File: config.mk
export PLATFORM = sky130hd
export DESIGN_NAME = dlyirq_gen
export DESIGN_NICKNAME = d
export VERILOG_FILES = /design/src/rtl/dlyirq_pkg.sv /design/src/rtl/dlyirq_rst_sync.sv /design/src/rtl/dlyirq_cmd.sv /design/src/rtl/dlyirq_cdown.sv /design/src/rtl/dlyirq_lvl.sv /design/src/rtl/dlyirq_gen.sv
export SDC_FILE = /design/constraint.sdc
export NUM_CORES = 1
export LEC_CHECK = 0
export ABC_CLOCK_PERIOD_IN_PS = 2000
export BUFFER_PORTS_ARGS = -buffer_cell sky130_fd_sc_hd__buf_2
export CORE_MARGIN = 1.5
export CORE_UTILIZATION = 57
export DETAILED_ROUTE_END_ITERATION = 6
export HOLD_SLACK_MARGIN = 0.05
export PLACE_DENSITY_LB_ADDON = 0.25
export SLEW_MARGIN = 30
export SYNTH_ARGS = -nofsm -noshare
export SYNTH_HDL_FRONTEND = slang
export SYNTH_HIERARCHICAL = 1
export SYNTH_SLANG_ARGS = --single-unit
File: constraint.sdc
create_clock -name clk -period 2 [get_ports clk]
set_input_delay 0.2 -clock clk [delete_from_list [all_inputs] [get_ports clk]]
set_output_delay 0.2 -clock clk [all_outputs]
set_load 0.03 [all_outputs]
File: src/rtl/dlyirq_pkg.sv
package dlyirq_pkg;

  // Number of interrupt lines and their index in the per-line vectors.
  localparam int unsigned NUM_LINES = 2;
  localparam int unsigned LINE_FAST = 0;
  localparam int unsigned LINE_NORM = 1;

  // Per-line command after priority resolution.
  typedef enum logic [1:0] {
    ACT_IDLE  = 2'b00,  // nothing requested this cycle
    ACT_DROP  = 2'b01,  // clear strobe: line low, countdown cancelled
    ACT_QUIET = 2'b10,  // zero-count schedule: same effect as a drop
    ACT_LOAD  = 2'b11   // nonzero schedule: (re)load countdown
  } dly_act_e;

endpackage

File: src/rtl/dlyirq_rst_sync.sv
module dlyirq_rst_sync #(
  parameter int unsigned STAGES = 2
) (
  input  logic clk,
  input  logic rst_n,
  output logic rst_sync_n
);

  logic [STAGES-1:0] chain_q;
  logic [STAGES-1:0] chain_d;

  always_comb begin
    chain_d = {chain_q[STAGES-2:0], 1'b1};
  end

  always_ff @(posedge clk or negedge rst_n) begin
    if (!rst_n) begin
      chain_q <= '0;
    end else begin
      chain_q <= chain_d;
    end
  end

  assign rst_sync_n = chain_q[STAGES-1];

endmodule

File: src/rtl/dlyirq_cmd.sv
module dlyirq_cmd
  import dlyirq_pkg::*;
#(
  parameter int unsigned DELAY_W = 32
) (
  input  logic               sched_i,
  input  logic               clr_i,
  input  logic [DELAY_W-1:0] delay_i,
  output dly_act_e           act_o
);

  logic count_zero;

  assign count_zero = (delay_i == '0);

  // Clear outranks any schedule on the same line.
  always_comb begin
    act_o = ACT_IDLE;
    if (clr_i) begin
      act_o = ACT_DROP;
    end else if (sched_i && count_zero) begin
      act_o = ACT_QUIET;
    end else if (sched_i) begin
      act_o = ACT_LOAD;
    end
  end

endmodule

File: src/rtl/dlyirq_cdown.sv
module dlyirq_cdown
  import dlyirq_pkg::*;
#(
  parameter int unsigned DELAY_W = 32
) (
  input  logic               clk,
  input  logic               rst_n,
  input  dly_act_e           act_i,
  input  logic [DELAY_W-1:0] delay_i,
  output logic               expire_o
);

  localparam logic [DELAY_W-1:0] ONE = {{(DELAY_W-1){1'b0}}, 1'b1};

  logic [DELAY_W-1:0] cnt_q;
  logic [DELAY_W-1:0] cnt_d;
  logic               cnt_en;
  logic               armed_q;
  logic               armed_d;
  logic               at_end;
  logic               cancel;
  logic               load;

  assign cancel   = (act_i == ACT_DROP) || (act_i == ACT_QUIET);
  assign load     = (act_i == ACT_LOAD);
  assign at_end   = (cnt_q == '0);
  // A new command in the expiry cycle takes the expiry's place.
  assign expire_o = armed_q && at_end && (act_i == ACT_IDLE);

  always_comb begin
    armed_d = armed_q;
    cnt_d   = cnt_q;
    cnt_en  = 1'b0;
    if (cancel) begin
      armed_d = 1'b0;
    end else if (load) begin
      armed_d = 1'b1;
      cnt_d   = delay_i - ONE;
      cnt_en  = 1'b1;
    end else if (armed_q && at_end) begin
      armed_d = 1'b0;
    end else if (armed_q) begin
      cnt_d   = cnt_q - ONE;
      cnt_en  = 1'b1;
    end
  end

  always_ff @(posedge clk or negedge rst_n) begin
    if (!rst_n) begin
      armed_q <= 1'b0;
    end else begin
      armed_q <= armed_d;
    end
  end

  always_ff @(posedge clk or negedge rst_n) begin
    if (!rst_n) begin
      cnt_q <= '0;
    end else if (cnt_en) begin
      cnt_q <= cnt_d;
    end
  end

endmodule

File: src/rtl/dlyirq_lvl.sv
module dlyirq_lvl
  import dlyirq_pkg::*;
(
  input  logic     clk,
  input  logic     rst_n,
  input  dly_act_e act_i,
  input  logic     expire_i,
  output logic     irq_o
);

  logic irq_q;
  logic irq_d;
  logic irq_en;

  always_comb begin
    irq_d  = irq_q;
    irq_en = 1'b0;
    if ((act_i == ACT_DROP) || (act_i == ACT_QUIET)) begin
      irq_d  = 1'b0;
      irq_en = 1'b1;
    end else if (expire_i) begin
      irq_d  = 1'b1;
      irq_en = 1'b1;
    end
  end

  always_ff @(posedge clk or negedge rst_n) begin
    if (!rst_n) begin
      irq_q <= 1'b0;
    end else if (irq_en) begin
      irq_q <= irq_d;
    end
  end

  assign irq_o = irq_q;

endmodule

File: src/rtl/dlyirq_gen.sv
module dlyirq_gen
  import dlyirq_pkg::*;
#(
  parameter int unsigned DELAY_W    = 32,
  parameter int unsigned SYNC_DEPTH = 2
) (
  input  logic               clk,
  input  logic               rst_n,
  input  logic               fast_sched_i,
  input  logic               fast_clr_i,
  input  logic               norm_sched_i,
  input  logic               norm_clr_i,
  input  logic [DELAY_W-1:0] delay_i,
  output logic               fast_irq_o,
  output logic               norm_irq_o
);

  logic                 rst_core_n;
  logic [NUM_LINES-1:0] sched_vec;
  logic [NUM_LINES-1:0] clr_vec;
  logic [NUM_LINES-1:0] chan_expire;
  logic [NUM_LINES-1:0] irq_vec;
  dly_act_e             chan_act [NUM_LINES];

  dlyirq_rst_sync #(
    .STAGES (SYNC_DEPTH)
  ) u_rst_sync (
    .clk        (clk),
    .rst_n      (rst_n),
    .rst_sync_n (rst_core_n)
  );

  always_comb begin
    sched_vec            = '0;
    clr_vec              = '0;
    sched_vec[LINE_FAST] = fast_sched_i;
    sched_vec[LINE_NORM] = norm_sched_i;
    clr_vec[LINE_FAST]   = fast_clr_i;
    clr_vec[LINE_NORM]   = norm_clr_i;
  end

  for (genvar g = 0; g < NUM_LINES; g++) begin : g_line
    dlyirq_cmd #(
      .DELAY_W (DELAY_W)
    ) u_cmd (
      .sched_i (sched_vec[g]),
      .clr_i   (clr_vec[g]),
      .delay_i (delay_i),
      .act_o   (chan_act[g])
    );

    dlyirq_cdown #(
      .DELAY_W (DELAY_W)
    ) u_cdown (
      .clk      (clk),
      .rst_n    (rst_core_n),
      .act_i    (chan_act[g]),
      .delay_i  (delay_i),
      .expire_o (chan_expire[g])
    );

    dlyirq_lvl u_lvl (
      .clk      (clk),
      .rst_n    (rst_core_n),
      .act_i    (chan_act[g]),
      .expire_i (chan_expire[g]),
      .irq_o    (irq_vec[g])
    );
  end

  assign fast_irq_o = irq_vec[LINE_FAST];
  assign norm_irq_o = irq_vec[LINE_NORM];

endmodule

==> flow_metrics.env, run 1 <==
export IMPL_gp_congestion=1.04
export IMPL_overflow=2
export IMPL_clockRootBuffer="clkbuf_8"
export IMPL_syn_area_mm2=0.00641
export IMPL_synth_ff_type="dfrtp_1"
export IMPL_place_port_buffers=39
export IMPL_cts_num_sinks=70
export IMPL_dp_cells=1206
export IMPL_cts_buffer_depth=2
export IMPL_grt_pass1_wl_mm=64.0
export IMPL_synth_fp_nets=839
export IMPL_rows=38
export IMPL_seq_area_frac_synth_pct=27.3
export IMPL_initial_core_util_pct=58.9
export IMPL_dieHeight_um=109
export IMPL_grt_max_degree=32
export IMPL_yosysWarnings=6
export IMPL_numCtsBuffers=9
export IMPL_synth_edf_count=0
export IMPL_grt_pass1_vias=11200
export IMPL_pin_count=40
export IMPL_yosysUniqueCellTypes=92
export IMPL_syn_inst=793
export IMPL_placedInstanceArea_mm2=0.00903
export IMPL_ctsHtreeMaxLevel=3
export IMPL_grt_util_all_layers_pct=72.2
export IMPL_dp_hpwl_mm=20.3
export IMPL_status="aborted with a tool error"
export IMPL_firstError="[ERROR GRT-0116] Global routing finished with congestion. Check the congestion regions in the DRC Viewer."
export IMPL_haltStage="global routing (5_1_grt)"
export IMPL_die_width_um=109
export IMPL_postSynthAreaPerCell_um2=8.09
export IMPL_synthArstFlopShare_pct=100
export IMPL_pre_cts_ws_ps=-1620
export IMPL_synth_seq_cells=70
cells in the mapped netlist, types with 5 or more instances:
cell type  instances  area (um2)
or3_1             31         194
a22oi_1           17         128
and2_1             8        50.1
mux2i_1           10         100
a22o_1             5        43.8
xor2_1            34         298
ha_1               8         100
and3_1             7        43.8
nor2b_1            5        31.3
a222oi_1           6        60.1
nor3_1            38         190
or2_2              6        37.5
o22ai_1            6        37.5
nor2_1            62         233
clkbuf_1          24        90.1
dfrtp_1           70        1750
nand3_1           20         100
o21ai_0           49         245
o31ai_1            5        37.5
o41ai_1            5        43.8
or3b_2            10        87.6
nand4_1           10        62.6
nand2_1           61         229
or4_1             12        90.1
o21ai_1            5        25.0
nand2b_1           6        37.5
a221o_1            6        60.1
o22a_1            13         114
o211ai_1           6        45.0
and4_1             6        52.6
nor4_1            33         206
a21oi_1           41         205
o32ai_1            5        43.8
nor3b_1           15         113
xnor2_1           19         166
inv_1             19        71.3
or3b_1             9        78.8
buf_1              7        26.3
timing repair:
action / 4_1_cts
gates cloned: 3
hold endpoints to repair: 2
hold buffers: 1
setup buffers: 42
pin swaps: 78
endpoints found under the setup margin: 64
gates resized for setup: 168
per-layer routing:
layer | GRT overflow | global-route usage, %
met5 | 0 | 14.3
met4 | 1 | 68.0
met3 | 0 | 53.9
met2 | 0 | 89.4
met1 | 1 | 75.8
metrics by stage:
| stage | util [%] | hold WS, ps |
|---|---|---|
| 3_3_place_gp | 83.0 | -16.0 |
| 3_5_place_dp | 83.0 | -12.3 |
| 2_1_floorplan | - | -95.6 |
| 4_1_cts | 95.3 | 125 |
cell families after synthesis:
family / count (synthesis) / synth area share (%)
DFF: 70 / 27.3
xor gates and xnor gates: 53 / 7.24
other: 1 / 0.0585
AOI/OAI and AO/OA: 224 / 24.9
and+or+nand+nor: 364 / 32.7
muxes: 12 / 1.91
adders and majority gates: 8 / 1.56
buffers and inverters: 61 / 4.23
==> run 2, diff against run 1 <==
--- a/config.mk
+++ b/config.mk
@@ -5,13 +5,12 @@
 export SDC_FILE = /design/constraint.sdc
 export NUM_CORES = 1
 export LEC_CHECK = 0
-export ABC_CLOCK_PERIOD_IN_PS = 2000
+export ABC_CLOCK_PERIOD_IN_PS = 2600
 export BUFFER_PORTS_ARGS = -buffer_cell sky130_fd_sc_hd__buf_2
 export CORE_MARGIN = 1.5
-export CORE_UTILIZATION = 57
+export CORE_UTILIZATION = 40
 export DETAILED_ROUTE_END_ITERATION = 6
-export HOLD_SLACK_MARGIN = 0.05
-export PLACE_DENSITY_LB_ADDON = 0.25
+export PLACE_DENSITY_LB_ADDON = 0.15
 export SLEW_MARGIN = 30
 export SYNTH_ARGS = -nofsm -noshare
 export SYNTH_HDL_FRONTEND = slang
==> constraint.sdc (replaced) <==
create_clock -name clk -period 2.6 [get_ports clk]
set_input_delay 0.26 -clock clk [delete_from_list [all_inputs] [get_ports clk]]
set_output_delay 0.26 -clock clk [all_outputs]
set_load 0.03 [all_outputs]
==> run 2 against run 1 <==
The flow now finishes, with violations (DRC, setup timing). Synthesized cell count stayed put. Synthesized area stayed put.
==> flow_metrics.env, run 2 <==
export IMPL_status="finished with violations"
export IMPL_violations="DRC, setup timing"
export IMPL_crit_arrival_ps=3440
export IMPL_critical_path_top_delay_family="simple AND/OR/NAND/NOR gates"
export IMPL_insertion_delay_ps=350
export IMPL_hold_viol=0
export IMPL_max_freq_mhz=315
export IMPL_fin_ws_ps=-575
export IMPL_die_width_um=130
export IMPL_postSynthAreaPerCell_um2=8.09
export IMPL_largest_reg_flops=64
export IMPL_finalHoldWorstSlack_ps=217
export IMPL_clkPwrFrac_pct=22.0
export IMPL_crit_buf_inv=2
export IMPL_top_register="g_line.u_cdown/cnt_q"
export IMPL_intPower_mw=3.56
export IMPL_p_leak_nw=4.24
export IMPL_cts_tree="built"
export IMPL_coreArea_mm2=0.0158
export IMPL_synth_top_area_share_pct=27.3
export IMPL_synth_fp_nets=839
export IMPL_drive_gt1_share_pct=48.2
export IMPL_slowest_delay_ps=480
export IMPL_cts_num_sinks=70
export IMPL_final_min_clock_period_ps=3180
export IMPL_clockRootBuffer="clkbuf_16"
export IMPL_cts_buffer_depth=2
export IMPL_crit_chain="buf_8 -> nor4_4 -> nand4_1 -> o21ai_1 -> nand2b_1 -> ha_4 -> mux2i_4 -> ha_2 -> or4bb_4 -> a22oi_2 -> buf_6 -> and4_4 -> and3_4 -> mux2_4 -> a211oi_2"
export IMPL_insertedDiodeCount=0
export IMPL_synth_ff_type="dfrtp_1"
export IMPL_grt_pass1_vias=8096
export IMPL_grtUsageMet3_pct=5.90
export IMPL_period_share_pct=122
export IMPL_syn_inst=793
export IMPL_rows=46
export IMPL_grt_pass1_wl_mm=43.8
export IMPL_ctsHtreeMaxLevel=3
export IMPL_yosysWarnings=6
export IMPL_combPwrFrac_pct=45.9
export IMPL_drv_cap=0
export IMPL_stdcell_count=1304
export IMPL_numCtsBuffers=9
export IMPL_met2_usage_pct=55.2
export IMPL_grt_max_degree=39
export IMPL_nNetsFinal=1129
export IMPL_ir_drop_uv=541
export IMPL_clkTransAtPathRegs_ps=60
export IMPL_seq_area_frac_synth_pct=27.3
export IMPL_place_port_buffers=39
export IMPL_required_ps=2870
export IMPL_swShare_pct=40.2
export IMPL_report_final_slew_viol_count=0
export IMPL_drtAntennaViolNets=0
export IMPL_crit_cells=15
export IMPL_ff2ff_path_depth=8
export IMPL_p_per_area_mw_per_mm2=559
export IMPL_finalSetupViolations=51
export IMPL_tns_ps=-18510
export IMPL_synthArstFlopShare_pct=100
export IMPL_busiest_layer="met2"
export IMPL_maxSlewHeadroom_pct=43.8
export IMPL_multi_input_area_mm2=0.00545
export IMPL_first_pass_iters=7
export IMPL_total_power_mw=5.96
export IMPL_layout_commonest_cell="buf_4"
export IMPL_max_slew_worst_pin_slew_ps=843
export IMPL_cp_start_kind="input port"
export IMPL_yosys_area_top_type="dfrtp_1"
export IMPL_p_switching_mw=2.40
export IMPL_die_area_mm2=0.0168
export IMPL_grt_antenna_before_repair=0
export IMPL_dp_cells=1214
export IMPL_pin_count=40
export IMPL_vias=8220
export IMPL_cpMaxStageDelayCell="or4bb_4"
export IMPL_area_sequential_mm2=0.00175
export IMPL_synth_area_leaders="dfrtp_1, xor2_1, o21ai_0, nor2_1, nand2_1"
export IMPL_hold_path_class="in -> async"
export IMPL_dp_hpwl_mm=19.1
export IMPL_gp_congestion=0.926
export IMPL_rsz0062_at_grt="true"
export IMPL_drc=1
export IMPL_use_met1_pct=43.8
export IMPL_syn_to_final_growth_pct=66.0
export IMPL_synth_edf_count=0
export IMPL_avgRoutedWirePerCell_um=21.8
export IMPL_syn_area_mm2=0.00641
export IMPL_crit_type="in -> reg"
export IMPL_cp_max_fo=5
export IMPL_via_per_inst=6.30
export IMPL_cp_end_kind="flop"
export IMPL_dieHeight_um=130
export IMPL_yosysUniqueCellTypes=92
export IMPL_nFillCells=1210
export IMPL_grt_util_all_layers_pct=33.8
export IMPL_synth_seq_cells=70
export IMPL_skew_ps=8.36
export IMPL_initial_core_util_pct=40.7
export IMPL_synthTopCellsByCount="dfrtp_1, nor2_1, nand2_1, o21ai_0, a21oi_1"
export IMPL_overflow=0
export IMPL_yosysMostFrequentCell="dfrtp_1"
export IMPL_dr_first_iter_drc_count=818
export IMPL_p_seq_share_pct=32.1
export IMPL_final_cell_mix="buf_4, dfrtp_1, buf_6"
export IMPL_wirelength_mm=28.4
run 2: cell counts after synthesis:
No cell type changed its count.
run 2: area by class of cell:
cell class | count | area share [%]
Multi-Input combinational cell | 662 | 51.1
Timing Repair Buffer | 320 | 26.3
Sequential cell | 70 | 16.5
Tap cell | 216 | 2.54
Clock buffer | 12 | 2.31
Inverter | 20 | 0.846
Clock inverter | 4 | 0.446
run 2: metal layers:
layer,routed length (um),up-vias
met5,0,-
met4,923,0
li1,-,3641
met1,11200,4014
met2,13800,477
met3,2460,88
run 2: kinds of logic (layout without fill, tap and decap cells):
group                    Yosys count  in the layout  share of synthesized area, %
AND/OR/NAND/NOR                  364            364                          32.7
other                              1              1                        0.0585
XOR/XNOR                          53             53                          7.24
buffers and inverters             61            356                          4.23
flip-flops                        70             70                          27.3
AO/OA/AOI/OAI                    224            224                          24.9
multiplexers                      12             12                          1.91
adder cells (fa/ha/maj)            8              8                          1.56
run 2: path summary, 6_finish.rpt:
check                                                       start                                       to  slack, ps
hold / removal                                              rst_n          u_rst_sync/chain_q[0]$_DFF_PN0_        220
min in group clk                                       delay_i[0]   g_line[1].u_cdown/cnt_q[0]$_DFFE_PN0P_        290
setup / recovery                                      delay_i[20]  g_line[0].u_cdown/cnt_q[22]$_DFFE_PN0P_       -580
setup reg to reg           g_line[0].u_cdown/cnt_q[0]$_DFFE_PN0P_  g_line[0].u_cdown/cnt_q[29]$_DFFE_PN0P_        -20
hold reg to reg                   u_rst_sync/chain_q[0]$_DFF_PN0_          u_rst_sync/chain_q[1]$_DFF_PN0_        350
max in group asynchronous         u_rst_sync/chain_q[1]$_DFF_PN0_  g_line[0].u_cdown/cnt_q[27]$_DFFE_PN0P_       1500
run 2: per-stage QoR:
stage / setup slack [ps] / instance area [um2] / util (%)
final: -575 / 10700 / 67.5
after global routing: -699 / 10700 / 67.5
after CTS: -596 / 10300 / 65.3
after detailed placement: -1090 / 8560 / 54.3
after global placement: -1080 / 8560 / 54.3
after floorplan: -1410 / 6780 / -
run 2: worst register-to-register path, delay by kind of cell (launching register included):
| family | cells | cell delay (ps) |
|---|---|---|
| buf+inv | 2 | 390 |
| flops | 1 | 410 |
| compound gates | 2 | 630 |
| xor+xnor | 1 | 100 |
| simple gates | 3 | 970 |
run 2: repair_timing:
action,4_1_cts,5_1_grt
hold endpoints to repair,2,0
setup endpoints to repair,64,64
gates resized for setup,214,76
pin swaps,104,49
hold buffers,1,0
setup buffers,83,15
cloned,2,0
run 2: power groups by stage:
stage	clock, mW	sequential (mW)	combinational, mW
floorplan	0	1.71	1.27
global placement	0	1.85	2.06
detailed placement	0	1.86	2.11
CTS	1.32	1.87	2.54
global route	1.36	1.96	2.91
finish	1.31	1.91	2.74
No activity file was read; power rests on OpenSTA's default activity.
==> run 3, diff against run 2 <==
--- a/config.mk
+++ b/config.mk
@@ -7,8 +7,10 @@
 export LEC_CHECK = 0
 export ABC_CLOCK_PERIOD_IN_PS = 2600
 export BUFFER_PORTS_ARGS = -buffer_cell sky130_fd_sc_hd__buf_2
+export CORE_ASPECT_RATIO = 1.25
 export CORE_MARGIN = 1.5
 export CORE_UTILIZATION = 40
+export CTS_BUF_LIST = sky130_fd_sc_hd__clkbuf_4 sky130_fd_sc_hd__clkbuf_8
 export DETAILED_ROUTE_END_ITERATION = 6
 export PLACE_DENSITY_LB_ADDON = 0.15
 export SLEW_MARGIN = 30
@@ -16,3 +18,4 @@
 export SYNTH_HDL_FRONTEND = slang
 export SYNTH_HIERARCHICAL = 1
 export SYNTH_SLANG_ARGS = --single-unit
+export TNS_END_PERCENT = 5
==> run 3 against run 2 <==
The flow finishes with violations (setup timing). Cell count shrank 4.3%. Global-route usage is 2.0 points lower. Hold slack worse by 37 ps. Final area fell by 8.7%. Non-clock buffer count decreased by 52. Sequential share of layout area is 1.6 points higher. Largest power group unchanged. Worst setup slack lost 96 ps. Register-to-register slack worse by 70 ps. Total power decreased by 8.7%. Core utilization is 5.3 points lower. Sequential power fell by 2%.
==> flow_metrics.env, run 3 (synthesized netlist as in run 2, its figures left out) <==
export IMPL_largest_reg_flops=64
export IMPL_avgRoutedWirePerCell_um=21.2
export IMPL_r2r_end="g_line[0].u_cdown/cnt_q[24]$_DFFE_PN0P_"
export IMPL_crit_type="in -> reg"
export IMPL_met2_usage_pct=54.5
export IMPL_cts_buffer_depth=2
export IMPL_p_per_area_mw_per_mm2=560
export IMPL_dp_hpwl_mm=18.8
export IMPL_initial_core_util_pct=41.0
export IMPL_ff2ff_setup_slack_ps=-90
export IMPL_top_register="g_line.u_cdown/cnt_q"
export IMPL_area_sequential_mm2=0.00175
export IMPL_critical_path_top_delay_family="compound AO/OA/AOI/OAI gates"
export IMPL_via_per_inst=6.31
export IMPL_busiest_layer="met2"
export IMPL_ir_drop_uv=297
export IMPL_clkTransAtPathRegs_ps=90
export IMPL_overflow=0
export IMPL_numCtsBuffers=9
export IMPL_cp_end_kind="flop"
export IMPL_required_ps=2870
export IMPL_die_width_um=116
export IMPL_first_pass_iters=5
export IMPL_gp_congestion=1.05
export IMPL_finalSetupViolations=53
export IMPL_crit_buf_inv=2
export IMPL_crit_chain="buf_8 -> nor4_4 -> nand4_1 -> o21ai_1 -> nand2b_1 -> ha_4 -> mux2i_2 -> ha_2 -> or4bb_4 -> a22oi_2 -> buf_4 -> o2111a_2 -> nand2_2 -> a21o_1 -> a221o_1"
export IMPL_maxSlewHeadroom_pct=49.8
export IMPL_hold_viol=0
export IMPL_report_final_slew_viol_count=0
export IMPL_rsz0062_at_grt="true"
export IMPL_p_leak_nw=3.81
export IMPL_drive_gt1_share_pct=40.5
export IMPL_pin_count=40
export IMPL_grt_pass1_vias=7637
export IMPL_grt_util_all_layers_pct=31.9
export IMPL_wirelength_mm=26.4
export IMPL_place_port_buffers=39
export IMPL_cts_tree="built"
export IMPL_max_freq_mhz=306
export IMPL_nFillCells=1347
export IMPL_fin_ws_ps=-671
export IMPL_multi_input_area_mm2=0.00514
export IMPL_violations="setup timing"
export IMPL_cpMaxStageDelayCell="or4bb_4"
export IMPL_cts_num_sinks=70
export IMPL_crit_arrival_ps=3540
export IMPL_insertedDiodeCount=0
export IMPL_final_min_clock_period_ps=3270
export IMPL_cp_max_fo=5
export IMPL_post_route_util_pct=62.2
export IMPL_die_area_mm2=0.0168
export IMPL_dr_first_iter_drc_count=671
export IMPL_skew_ps=13.4
export IMPL_pre_cts_ws_ps=-1360
export IMPL_hold_path_class="reg -> async"
export IMPL_cp_start_kind="input port"
export IMPL_drtAntennaViolNets=0
export IMPL_period_share_pct=126
export IMPL_status="finished with violations"
export IMPL_syn_to_final_growth_pct=51.6
export IMPL_grtUsageMet3_pct=3.90
export IMPL_vias=7881
export IMPL_drc=0
export IMPL_dieHeight_um=145
export IMPL_coreArea_mm2=0.0156
export IMPL_ctsHtreeMaxLevel=3
export IMPL_use_met1_pct=39.1
export IMPL_final_cell_mix="buf_4, dfrtp_1, nor2_1"
export IMPL_slowest_delay_ps=470
export IMPL_total_power_mw=5.44
export IMPL_grt_antenna_before_repair=0
export IMPL_drv_cap=0
export IMPL_layout_commonest_cell="buf_4"
export IMPL_ff2ff_path_depth=9
export IMPL_max_slew_worst_pin_slew_ps=749
export IMPL_nNetsFinal=1077
export IMPL_clockRootBuffer="clkbuf_8"
export IMPL_grt_pass1_wl_mm=40.9
export IMPL_reg2reg_from="g_line[0].u_cdown/cnt_q[0]$_DFFE_PN0P_"
export IMPL_grt_max_degree=56
export IMPL_rows=51
export IMPL_insertion_delay_ps=380
==> run 3: cell types whose count changed in the layout (fill, tap and decap cells not counted), sizes merged <==
| cell | change |
|---|---|
| buf | -50 |
| bufbuf | -2 |
| bufinv | +1 |
| clkinv | -1 |
| clkinvlp | -1 |
| inv | +1 |
==> run 3: power by group <==
part,total (mW),switching [mW],internal (mW)
Clock,1.07,0.482,0.586
Sequential,1.87,0.477,1.40
Combinational,2.50,1.24,1.26
==> run 3: layer usage <==
layer / part of all wire (%) / wire length [um] / vias up
li1: - / - / 3540
met1: 39 / 10200 / 3830
met2: 50 / 13100 / 410
met3: 7.0 / 1860 / 101
met4: 4.7 / 1240 / 0
met5: 0 / 0 / -
==> run 3: per-stage QoR <==
| stage | area (um2) | cells | setup TNS, ps | hold slack, ps |
|---|---|---|---|---|
| floorplan | 6540 | 793 | -45590 | -35.6 |
| global placement | 8280 | 1199 | -59310 | 45.4 |
| detailed placement | 8280 | 1199 | -61250 | 47.5 |
| CTS | 9450 | 1243 | -19950 | 172 |
| global route | 9720 | 1248 | -27870 | 199 |
| finish | 9720 | 1248 | -22420 | 180 |
==> run 3: final cells by class <==
class                   count  share of cell area [%]
clock buffers              12                    1.57
clock inverters             4                   0.721
inverters                  20                   0.824
multi-input cells         662                    52.9
flip-flops and latches     70                    18.0
well taps                 212                    2.73
repair buffers            268                    23.2
==> run 3: worst max path at each step <==
| stage | from | endpoint | cells past startpoint |
|---|---|---|---|
| after floorplan | delay_i[7] | g_line[0].u_cdown/cnt_q[30]$_DFFE_PN0P_ | 19 |
| after global placement | delay_i[26] | g_line[1].u_cdown/cnt_q[30]$_DFFE_PN0P_ | 16 |
| after detailed placement | delay_i[26] | g_line[1].u_cdown/cnt_q[30]$_DFFE_PN0P_ | 16 |
| after CTS | delay_i[1] | g_line[0].u_cdown/cnt_q[22]$_DFFE_PN0P_ | 14 |
| after global routing | delay_i[28] | g_line[1].u_cdown/cnt_q[20]$_DFFE_PN0P_ | 17 |
| final | delay_i[24] | g_line[0].u_cdown/cnt_q[24]$_DFFE_PN0P_ | 15 |
==> run 3: worst register-to-register path, delay by kind of cell (launching register included) <==
family	cells	cell delay [ps]
compound gates	4	1040
fa+ha+maj	1	230
buf+inv	1	190
flops	1	390
mux	1	180
simple gates	2	560
==> run 3: repair_timing <==
action | 4_1_cts | 5_1_grt
setup endpoints to repair | 64 | 64
hold buffers | 1 | 0
gates resized for setup | 163 | 58
pin swaps | 44 | 27
buffers inserted | 27 | 5
hold endpoints to repair | 2 | 0
==> run 4, diff against run 3 <==
--- a/config.mk
+++ b/config.mk
@@ -9,7 +9,7 @@
 export BUFFER_PORTS_ARGS = -buffer_cell sky130_fd_sc_hd__buf_2
 export CORE_ASPECT_RATIO = 1.25
 export CORE_MARGIN = 1.5
-export CORE_UTILIZATION = 40
+export CORE_UTILIZATION = 50
 export CTS_BUF_LIST = sky130_fd_sc_hd__clkbuf_4 sky130_fd_sc_hd__clkbuf_8
 export DETAILED_ROUTE_END_ITERATION = 6
 export PLACE_DENSITY_LB_ADDON = 0.15
==> run 4 against run 3 <==
The flow still finishes with violations (setup timing). Sequential share of layout area grew 0.90 points. Sequential cell count is the same. Via count down 3.3%. Clock power shrank 17%. First-iteration DRC count fell by 18%. Die area shrank 20%. Critical path depth down 1. Final area fell by 4.7%. Hold slack worse by 72 ps. Sequential power hardly changed. Non-clock buffer count shrank 27.
==> flow_metrics.env, run 4 (synthesized netlist as in run 2, its figures left out) <==
export IMPL_final_min_clock_period_ps=3180
export IMPL_clockRootBuffer="clkbuf_8"
export IMPL_grt_max_degree=63
export IMPL_syn_to_final_growth_pct=44.4
export IMPL_area_sequential_mm2=0.00175
export IMPL_drv_cap=0
export IMPL_avgRoutedWirePerCell_um=21.8
export IMPL_numCtsBuffers=9
export IMPL_critical_path_top_delay_family="compound AO/OA/AOI/OAI gates"
export IMPL_insertedDiodeCount=0
export IMPL_max_freq_mhz=315
export IMPL_total_power_mw=5.11
export IMPL_p_leak_nw=3.58
export IMPL_hold_viol=0
export IMPL_die_width_um=104
export IMPL_dr_first_iter_drc_count=549
export IMPL_dp_hpwl_mm=18.7
export IMPL_rows=46
export IMPL_cp_max_fo=5
export IMPL_initial_core_util_pct=50.9
export IMPL_insertion_delay_ps=380
export IMPL_grt_antenna_before_repair=0
export IMPL_cp_end_kind="flop"
export IMPL_multi_input_area_mm2=0.00504
export IMPL_grt_pass1_wl_mm=39.4
export IMPL_clkTransAtPathRegs_ps=80
export IMPL_use_met1_pct=44.8
export IMPL_die_area_mm2=0.0135
export IMPL_fin_ws_ps=-578
export IMPL_crit_arrival_ps=3450
export IMPL_busiest_layer="met2"
export IMPL_crit_buf_inv=1
export IMPL_nNetsFinal=1050
export IMPL_drive_gt1_share_pct=39.1
export IMPL_finalSetupViolations=55
export IMPL_cts_tree="built"
export IMPL_hold_path_class="reg -> async"
export IMPL_met2_usage_pct=64.3
export IMPL_overflow=0
export IMPL_final_cell_mix="buf_4, dfrtp_1, nor2_1"
export IMPL_crit_type="in -> reg"
export IMPL_period_share_pct=122
export IMPL_gp_congestion=0.940
export IMPL_ff2ff_setup_slack_ps=-30
export IMPL_wirelength_mm=25.6
export IMPL_nFillCells=985
export IMPL_cts_buffer_depth=2
export IMPL_skew_ps=11.6
export IMPL_violations="setup timing"
export IMPL_slowest_delay_ps=470
export IMPL_drtAntennaViolNets=0
export IMPL_tns_ps=-17800
export IMPL_ctsHtreeMaxLevel=3
export IMPL_pin_count=40
export IMPL_ir_drop_uv=464
export IMPL_vias=7623
export IMPL_drc=0
export IMPL_grtUsageMet3_pct=5.28
export IMPL_coreArea_mm2=0.0126
export IMPL_dieHeight_um=130
export IMPL_cts_num_sinks=70
export IMPL_via_per_inst=6.48
export IMPL_largest_reg_flops=64
export IMPL_cpMaxStageDelayCell="or4bb_4"
export IMPL_reg2reg_from="g_line[0].u_cdown/cnt_q[0]$_DFFE_PN0P_"
export IMPL_rsz0062_at_grt="true"
export IMPL_top_register="g_line.u_cdown/cnt_q"
export IMPL_grt_util_all_layers_pct=37.4
export IMPL_maxSlewHeadroom_pct=48.3
export IMPL_status="finished with violations"
export IMPL_crit_chain="buf_4 -> nor4_2 -> nand4_1 -> o21ai_1 -> nand2b_1 -> ha_4 -> mux2i_4 -> ha_2 -> or4bb_4 -> a22oi_2 -> o2111a_2 -> nand2_2 -> a21o_1 -> a221o_1"
export IMPL_max_slew_worst_pin_slew_ps=772
export IMPL_cp_start_kind="input port"
export IMPL_layout_commonest_cell="buf_4"
export IMPL_place_port_buffers=39
export IMPL_required_ps=2870
export IMPL_critPathLaunch="delay_i[30]"
export IMPL_p_per_area_mw_per_mm2=552
export IMPL_first_pass_iters=5
export IMPL_grt_pass1_vias=7555
export IMPL_report_final_slew_viol_count=0
## run 4: cell count changes in the layout (fill, tap and decap cells not counted), sizes merged
cell and change:
clkbuf +1, clkinv +2, clkinvlp +3, bufinv -2
inv -2, buf -29
## run 4: path summary, 6_finish.rpt
check | to | cells past startpoint
worst max-delay path | g_line[0].u_cdown/cnt_q[24]$_DFFE_PN0P_ | 14
worst min-delay path | g_line[1].u_cdown/cnt_q[0]$_DFFE_PN0P_ | 0
worst max register to register | g_line[0].u_cdown/cnt_q[24]$_DFFE_PN0P_ | 8
worst min register to register | g_line[1].u_cdown/cnt_q[0]$_DFFE_PN0P_ | 0
max in group asynchronous | g_line[0].u_cdown/cnt_q[22]$_DFFE_PN0P_ | 1
min in group clk | g_line[0].u_cdown/cnt_q[31]$_DFFE_PN0P_ | 4
## run 4: per-layer routing
metal | up-vias | share of wire (%)
li1 | 3485 | -
met3 | 101 | 6.9
met2 | 375 | 48
met5 | - | 0
met1 | 3662 | 39
met4 | 0 | 5.2
## run 4: worst reg2reg max path, stage by stage (launching register included)
cell,delay (ps)
dfrtp_1,410
mux2i_4,170
ha_2,220
or4bb_4,470
a22oi_2,340
o2111a_2,330
nand2_2,90
a21o_1,180
a221o_1,300
## run 4: power breakdown
part | internal, mW | switching [mW]
Combinational | 1.16 | 1.20
Sequential | 1.40 | 0.469
Clock | 0.397 | 0.488
## run 4: layout make-up
| type | instances | share of cell area, % |
|---|---|---|
| Tap cell | 168 | 2.27 |
| Clock inverter | 5 | 0.365 |
| Multi-Input combinational cell | 662 | 54.4 |
| Timing Repair Buffer | 241 | 21.5 |
| Clock buffer | 11 | 1.63 |
| Inverter | 20 | 0.892 |
| Sequential cell | 70 | 18.9 |
## run 4: timing repair
action / CTS / global route
cloned: 0 / 1
resized for setup: 110 / 72
endpoints found under the hold margin: 2 / 0
buffers inserted: 7 / 4
setup endpoints to repair: 64 / 62
pin swaps: 39 / 38
hold buffers: 1 / 0
## run 4: stage by stage
| step | setup WS (ps) | instances | util, % | cell area, um2 | hold slack, ps |
|---|---|---|---|---|---|
| 2_1_floorplan | -1410 | 793 | - | 6540 | -35.6 |
| 3_3_place_gp | -1070 | 1149 | 65.3 | 8230 | 50.3 |
| 3_5_place_dp | -1110 | 1149 | 65.3 | 8230 | 53.2 |
| 4_1_cts | -593 | 1172 | 70.9 | 8930 | 113 |
| 5_1_grt | -848 | 1177 | 73.5 | 9260 | 127 |
| 6_report | -578 | 1177 | 73.5 | 9260 | 107 |
